File: src/rtl/uirq_pkg.sv
package uirq_pkg;
    localparam int N_EV = 10;
    localparam int EV_MODEM   = 0;
    localparam int EV_RX_AVL  = 1;
    localparam int EV_TX_NEED = 2;
    localparam int EV_RX_TO   = 3;
    localparam int EV_LINE    = 4;
    localparam int EV_TXDMA   = 5;
    localparam int EV_RXDMA   = 6;
    localparam int EV_RXDTO   = 7;
    localparam int EV_DTR_UP  = 8;
    localparam int EV_DTR_DN  = 9;
    // events held until cleared by software; the rest are live levels
    localparam logic [N_EV-1:0] HELD_EVENTS = 10'b11_1111_0001;
    localparam int RAW_BASE = 16;

    typedef enum logic [1:0] {
        SEL_MASK  = 2'd0,
        SEL_CAUSE = 2'd1,
        SEL_TRIG  = 2'd2,
        SEL_NONE  = 2'd3
    } reg_sel_e;

    typedef enum logic [1:0] {
        TO_IDLE  = 2'd0,
        TO_WAIT  = 2'd1,
        TO_FIRED = 2'd2
    } to_state_e;
endpackage

File: src/rtl/uirq_timeout.sv
module uirq_timeout
    import uirq_pkg::*;
#(
    parameter int TO_CHARS = 4
) (
    input  logic clk,
    input  logic rst_n,
    input  logic rx_nonempty,
    input  logic rx_push,
    input  logic rx_pop,
    input  logic char_tick,
    output logic fired
);
    localparam int CNT_W = $clog2(TO_CHARS + 1);
    localparam logic [CNT_W-1:0] LAST = CNT_W'(TO_CHARS - 1);

    to_state_e state_q, state_d;
    logic [CNT_W-1:0] cnt_q;
    logic activity;

    assign activity = rx_push | rx_pop;

    always_comb begin
        state_d = state_q;
        unique case (state_q)
            TO_IDLE:  if (rx_nonempty) state_d = TO_WAIT;
            TO_WAIT: begin
                if (!rx_nonempty)
                    state_d = TO_IDLE;
                else if (!activity && char_tick && cnt_q == LAST)
                    state_d = TO_FIRED;
            end
            TO_FIRED: if (rx_pop || !rx_nonempty) state_d = TO_IDLE;
            default:  state_d = TO_IDLE;
        endcase
    end

    always_ff @(posedge clk or negedge rst_n) begin
        if (!rst_n) state_q <= TO_IDLE;
        else        state_q <= state_d;
    end

    always_ff @(posedge clk or negedge rst_n) begin
        if (!rst_n)
            cnt_q <= '0;
        else if (state_q != TO_WAIT || activity)
            cnt_q <= '0;
        else if (char_tick)
            cnt_q <= (cnt_q == LAST) ? '0 : cnt_q + 1'b1;
    end

    always_comb begin
        fired = (state_q == TO_FIRED);
    end
endmodule

File: src/rtl/uirq_evlatch.sv
module uirq_evlatch #(
    parameter int N = 10,
    parameter logic [N-1:0] HELD = '1
) (
    input  logic         clk,
    input  logic         rst_n,
    input  logic [N-1:0] ev_in,
    input  logic [N-1:0] clr,
    output logic [N-1:0] raw
);
    logic unused_clr;
    assign unused_clr = ^(clr & ~HELD);

    for (genvar i = 0; i < N; i++) begin : g_ev
        if (HELD[i]) begin : g_held
            logic q;
            always_ff @(posedge clk or negedge rst_n) begin
                if (!rst_n)        q <= 1'b0;
                else if (ev_in[i]) q <= 1'b1;
                else if (clr[i])   q <= 1'b0;
            end
            assign raw[i] = q;
        end else begin : g_live
            assign raw[i] = ev_in[i];
        end
    end
endmodule

File: src/rtl/uirq_ctrl.sv
module uirq_ctrl
    import uirq_pkg::*;
#(
    parameter int RX_LVL_W = 7,
    parameter int TX_LVL_W = 5,
    parameter int TO_CHARS = 4
) (
    input  logic                clk,
    input  logic                rst_n,
    input  logic                reg_wr,
    input  logic [1:0]          reg_sel,
    input  logic [31:0]         reg_wdata,
    output logic [31:0]         reg_rdata,
    input  logic [RX_LVL_W-1:0] rx_level,
    input  logic [TX_LVL_W-1:0] tx_level,
    input  logic                rx_push,
    input  logic                rx_pop,
    input  logic                char_tick,
    input  logic                modem_chg,
    input  logic                line_err,
    input  logic                tx_dma_done,
    input  logic                rx_dma_done,
    input  logic                rx_dma_to,
    input  logic                dtr,
    output logic [4:0]          flow_level,
    output logic                irq
);
    localparam int RXT_W = 5;
    localparam int TXT_W = 4;

    reg_sel_e          sel;
    logic [N_EV-1:0]   mask_q, ev_in, clr, raw_vec;
    logic [RXT_W-1:0]  rx_thr_q;
    logic [TXT_W-1:0]  tx_thr_q;
    logic [4:0]        flow_q;
    logic              dtr_q, to_fired, rx_avail, tx_need;
    logic [31:0]       cause_word, trig_word;
    logic              unused_wbits;

    assign sel = reg_sel_e'(reg_sel);
    assign unused_wbits = ^{reg_wdata[31:26], reg_wdata[15:12]};

    always_ff @(posedge clk or negedge rst_n) begin
        if (!rst_n) begin
            mask_q   <= '0;
            rx_thr_q <= RXT_W'(1);
            tx_thr_q <= '0;
            flow_q   <= '0;
            dtr_q    <= 1'b0;
        end else begin
            dtr_q <= dtr;
            if (reg_wr && sel == SEL_MASK)
                mask_q <= reg_wdata[N_EV-1:0];
            if (reg_wr && sel == SEL_TRIG) begin
                rx_thr_q <= reg_wdata[4:0];
                tx_thr_q <= reg_wdata[11:8];
                flow_q   <= reg_wdata[20:16];
            end
        end
    end

    assign rx_avail = {{(32-RX_LVL_W){1'b0}}, rx_level} >= {{(32-RXT_W){1'b0}}, rx_thr_q};
    assign tx_need  = {{(32-TX_LVL_W){1'b0}}, tx_level} <= {{(32-TXT_W){1'b0}}, tx_thr_q};

    uirq_timeout #(.TO_CHARS(TO_CHARS)) u_timeout (
        .clk         (clk),
        .rst_n       (rst_n),
        .rx_nonempty (|rx_level),
        .rx_push     (rx_push),
        .rx_pop      (rx_pop),
        .char_tick   (char_tick),
        .fired       (to_fired)
    );

    always_comb begin
        ev_in             = '0;
        ev_in[EV_MODEM]   = modem_chg;
        ev_in[EV_RX_AVL]  = rx_avail;
        ev_in[EV_TX_NEED] = tx_need;
        ev_in[EV_RX_TO]   = to_fired;
        ev_in[EV_LINE]    = line_err;
        ev_in[EV_TXDMA]   = tx_dma_done;
        ev_in[EV_RXDMA]   = rx_dma_done;
        ev_in[EV_RXDTO]   = rx_dma_to;
        ev_in[EV_DTR_UP]  = dtr & ~dtr_q;
        ev_in[EV_DTR_DN]  = ~dtr & dtr_q;
    end

    assign clr = (reg_wr && sel == SEL_CAUSE)
               ? (reg_wdata[N_EV-1:0] | reg_wdata[RAW_BASE +: N_EV]) : '0;

    uirq_evlatch #(.N(N_EV), .HELD(HELD_EVENTS)) u_events (
        .clk   (clk),
        .rst_n (rst_n),
        .ev_in (ev_in),
        .clr   (clr),
        .raw   (raw_vec)
    );

    assign cause_word = {6'b0, raw_vec, 6'b0, raw_vec & mask_q};
    assign trig_word  = {11'b0, flow_q, 4'b0, tx_thr_q, 3'b0, rx_thr_q};

    always_comb begin
        unique case (sel)
            SEL_MASK:  reg_rdata = {{(32-N_EV){1'b0}}, mask_q};
            SEL_CAUSE: reg_rdata = cause_word;
            SEL_TRIG:  reg_rdata = trig_word;
            SEL_NONE:  reg_rdata = '0;
            default:   reg_rdata = '0;
        endcase
    end

    assign flow_level = flow_q;
    assign irq        = |(raw_vec & mask_q);
endmodule

File: config.mk
export PLATFORM = sky130hd
export DESIGN_NAME = uirq_ctrl
export DESIGN_NICKNAME = d
export VERILOG_FILES = /design/src/rtl/uirq_pkg.sv /design/src/rtl/uirq_timeout.sv /design/src/rtl/uirq_evlatch.sv /design/src/rtl/uirq_ctrl.sv
export SDC_FILE = /design/constraint.sdc
export NUM_CORES = 1
export LEC_CHECK = 0
export BUFFER_PORTS_ARGS = -buffer_cell sky130_fd_sc_hd__buf_2
export CELL_PAD_IN_SITES_DETAIL_PLACEMENT = 0
export CELL_PAD_IN_SITES_GLOBAL_PLACEMENT = 1
export CORE_MARGIN = 10
export CORE_UTILIZATION = 31
export DETAILED_ROUTE_END_ITERATION = 10
export PLACE_DENSITY_LB_ADDON = 0.1
export SETUP_SLACK_MARGIN = 0.1
export SLEW_MARGIN = 0
export SYNTH_ARGS = -nofsm -noshare
export SYNTH_HDL_FRONTEND = slang
export SYNTH_SLANG_ARGS = --single-unit
File: constraint.sdc
create_clock -name clk -period 1.47 [get_ports clk]
set_input_delay 0.0735 -clock clk [delete_from_list [all_inputs] [get_ports clk]]
set_output_delay 0.0735 -clock clk [all_outputs]
set_load 0.005 [all_outputs]
==> impl_metrics.ini <==
[outcome]
outcome = finished with violations
violations = setup timing

[finish]
syn2layout_area_growth_pct = 41.8
fin_nets = 376
fin_util_pct = 45.9
layout.cells.non_filler = 387
fillers = 657
drive_gt1_share_pct = 47.6

[route]
routed_wl_um = 6570
viasPerCell = 4.85
wire_per_inst_um = 17.0
drc = 0
initialDrtViolationCount = 60
dr.pass1.iters = 4
via_count = 1876
antenna_left = 0

[die]
rows = 29
start_util_pct = 32.4
die_w_um = 102
dieArea_mm2 = 0.0104
ios = 96
dieHeight_um = 102
coreArea_mm2 = 0.00646

[timing]
hold_viol = 0
finalCriticalPeriod_ns = 1.89
clock_skew_ns = 0.000317
max_freq_mhz = 530
slew_violations = 0
post-route-period-util_pct = 128
setup_ws_ns = -0.418
setup_viol = 5
rsz0062_at_grt = yes
finalSetupTns_ns = -1.70
hold-worst-slack_ns = 0.0123

[global_route]
grt_pass1_vias = 2069
grt_usage_pct = 12.6
grt_pass1_wl_um = 10400
grt-ovfl-total = 0
grt_max_degree = 20
antenna_found_initial = 1

[clock_tree]
cts_buffer_depth = 2
cts-htree-levels = 2
worstSkewPairLatency_ns = 0.30
cts_root_buf = clkbuf_8
path_clk_slew_ns = 0.08
clock-sinks = 37
cts_buffers = 5
cts_tree = yes

[setup_path]
r2r-end = u_timeout.state_q[1]
path_max_fanout = 3
critPathKind = reg2out
endpoint_kind = output port
startpoint = rx_thr_q[4]
cp.arrival_ns = 1.81
critical_path_required_ns = 1.40
reg2reg_from = u_timeout.cnt_q[0]
startpoint_type = register
r2r_slack_ns = 0.29
r2r_cells = 5

[place]
dp_hpwl_um = 5010
portBuffers = 75
dp.cells = 362
gp_congestion = 0.749

[power_and_ir_drop]
power.share.sequential_pct = 43.4
p_comb_share_pct = 30.0
peakVddDrop_mv = 0.462
total_power_mw = 2.90
power_leakage_nw = 1.45
p_clk_share_pct = 26.7
intPower_mw = 2.02
p_sw_mw = 0.874
swShare_pct = 30.2
powerDensity_mw_per_mm2 = 977

[synth]
synth_commonest_cells = 36 x dfrtp_1, 24 x o21ai_0, 15 x mux2_2
synth_cell_types = 45
yosys.area.top_type = dfrtp_1
synth.avg_cell_area_um2 = 10.5
synth_top_area_share_pct = 43.1
synth_edf_count = 0
yosys_warnings = 0
seq_area_frac_synth_pct = 44.3
synth-async-reset-ratio_pct = 100
synth_area_mm2 = 0.00209
syn_inst = 200
ys_seq_elements = 37
synth.most_common_cell = dfrtp_1
ys.flop_type = dfrtp_1
synthTopCellsByArea = dfrtp_1 43%, mux2_2 8.1%, ha_1 6.0%

[min_path]
hp-class = in2reg
min_path_cells = 2
hp-start = reg_wdata[20]
holdPathEnd = flow_level[4]

[job]
cap_violations = 0
==> cells by family (layout without fill, tap and decap cells) <==
family	Yosys count	in the layout	share of synthesized area, %
adders and majority gates	10	10	5.98
other	1	11	0.179
and+or+nand+nor	46	46	11.5
AOI/OAI and AO/OA	53	53	16.4
DFF	37	37	44.3
buffers and inverters	30	130	8.13
muxes	23	23	13.4
==> worst max path at each step <==
stage | depth (start not counted) | slack, ns | to
after CTS | 6 | -0.43 | irq
final | 6 | -0.42 | irq
after global placement | 7 | -0.13 | reg_rdata[18]
after floorplan | 5 | 0.08 | irq
after detailed placement | 6 | -0.19 | irq
after global routing | 6 | -0.48 | irq
==> placed cells by master, fill, tap and decap left out, types with 7 or more instances in the layout <==
cell type      synthesis  routed
buf_2                  1      75
dfrtp_1               36      36
buf_4                 11      19
o21ai_0               24      18
mux2_2                15      15
nand2_1               14      14
dlygate4sd3_1          0      12
inv_1                 13      10
conb_1                 1      10
nor2_1                 7       7
==> through the flow <==
step,setup slack (ns),area (um2)
2_1_floorplan,0.0771,2140
3_3_place_gp,-0.134,2640
3_5_place_dp,-0.188,2640
4_1_cts,-0.427,2920
5_1_grt,-0.485,2960
6_report,-0.418,2970
==> cell type report <==
cell class / instances / area [um2] / share of cell area [%]
repair buffers: 107 / 658 / 22.2
multi-input cells: 142 / 1130 / 38.1
clock inverters: 2 / 13.8 / 0.464
diodes: 1 / 2.50 / 0.0844
flip-flops and latches: 37 / 927 / 31.3
clock buffers: 6 / 82.6 / 2.78
inverters: 15 / 56.3 / 1.90
well taps: 77 / 96.3 / 3.25
==> power groups by stage <==
stage	clock, mW	combinational (mW)	sequential [mW]
4_1_cts	0.811	0.835	1.26
3_3_place_gp	0	0.766	1.27
6_report	0.773	0.868	1.26
5_1_grt	0.844	0.981	1.28
3_5_place_dp	0	0.765	1.27
2_1_floorplan	0	0.416	1.26
==> flip-flops by register name, summed over array words and instances, names as in the netlist <==
| name | cells |
|---|---|
| tx_thr_q | 4 |
| dtr_q | 1 |
| rx_thr_q | 5 |
| u_events.g_ev.g_held.q | 7 |
| u_timeout.cnt_q | 3 |
| mask_q | 10 |
| flow_level | 5 |
| u_timeout.state_q | 2 |
==> what timing repair did <==
item / CTS / global route
setup endpoints to repair: 6 / 8
endpoints found under the hold margin: 28 / 0
setup buffers: 3 / 1
pin swaps: 4 / 2
gates resized for setup: 11 / 9
hold buffers: 12 / 0
==> routing by layer <==
layer | track usage, % | vias up | part of all wire [%]
met2 | 20.1 | 62 | 47
met3 | 4.45 | 9 | 7.9
met5 | 0 | - | 0
met4 | 4.34 | 0 | 1.2
li1 | - | 904 | -
met1 | 15.4 | 901 | 44
==> critical path, cell delays in order (launching register included) <==
cell and delay [ns]:
dfrtp_1 0.39, inv_2 0.07, ha_4 0.19, a2111o_1 0.39, a31oi_4 0.21, o221ai_2 0.12
buf_2 0.15
(Power assumes the default switching activity.)
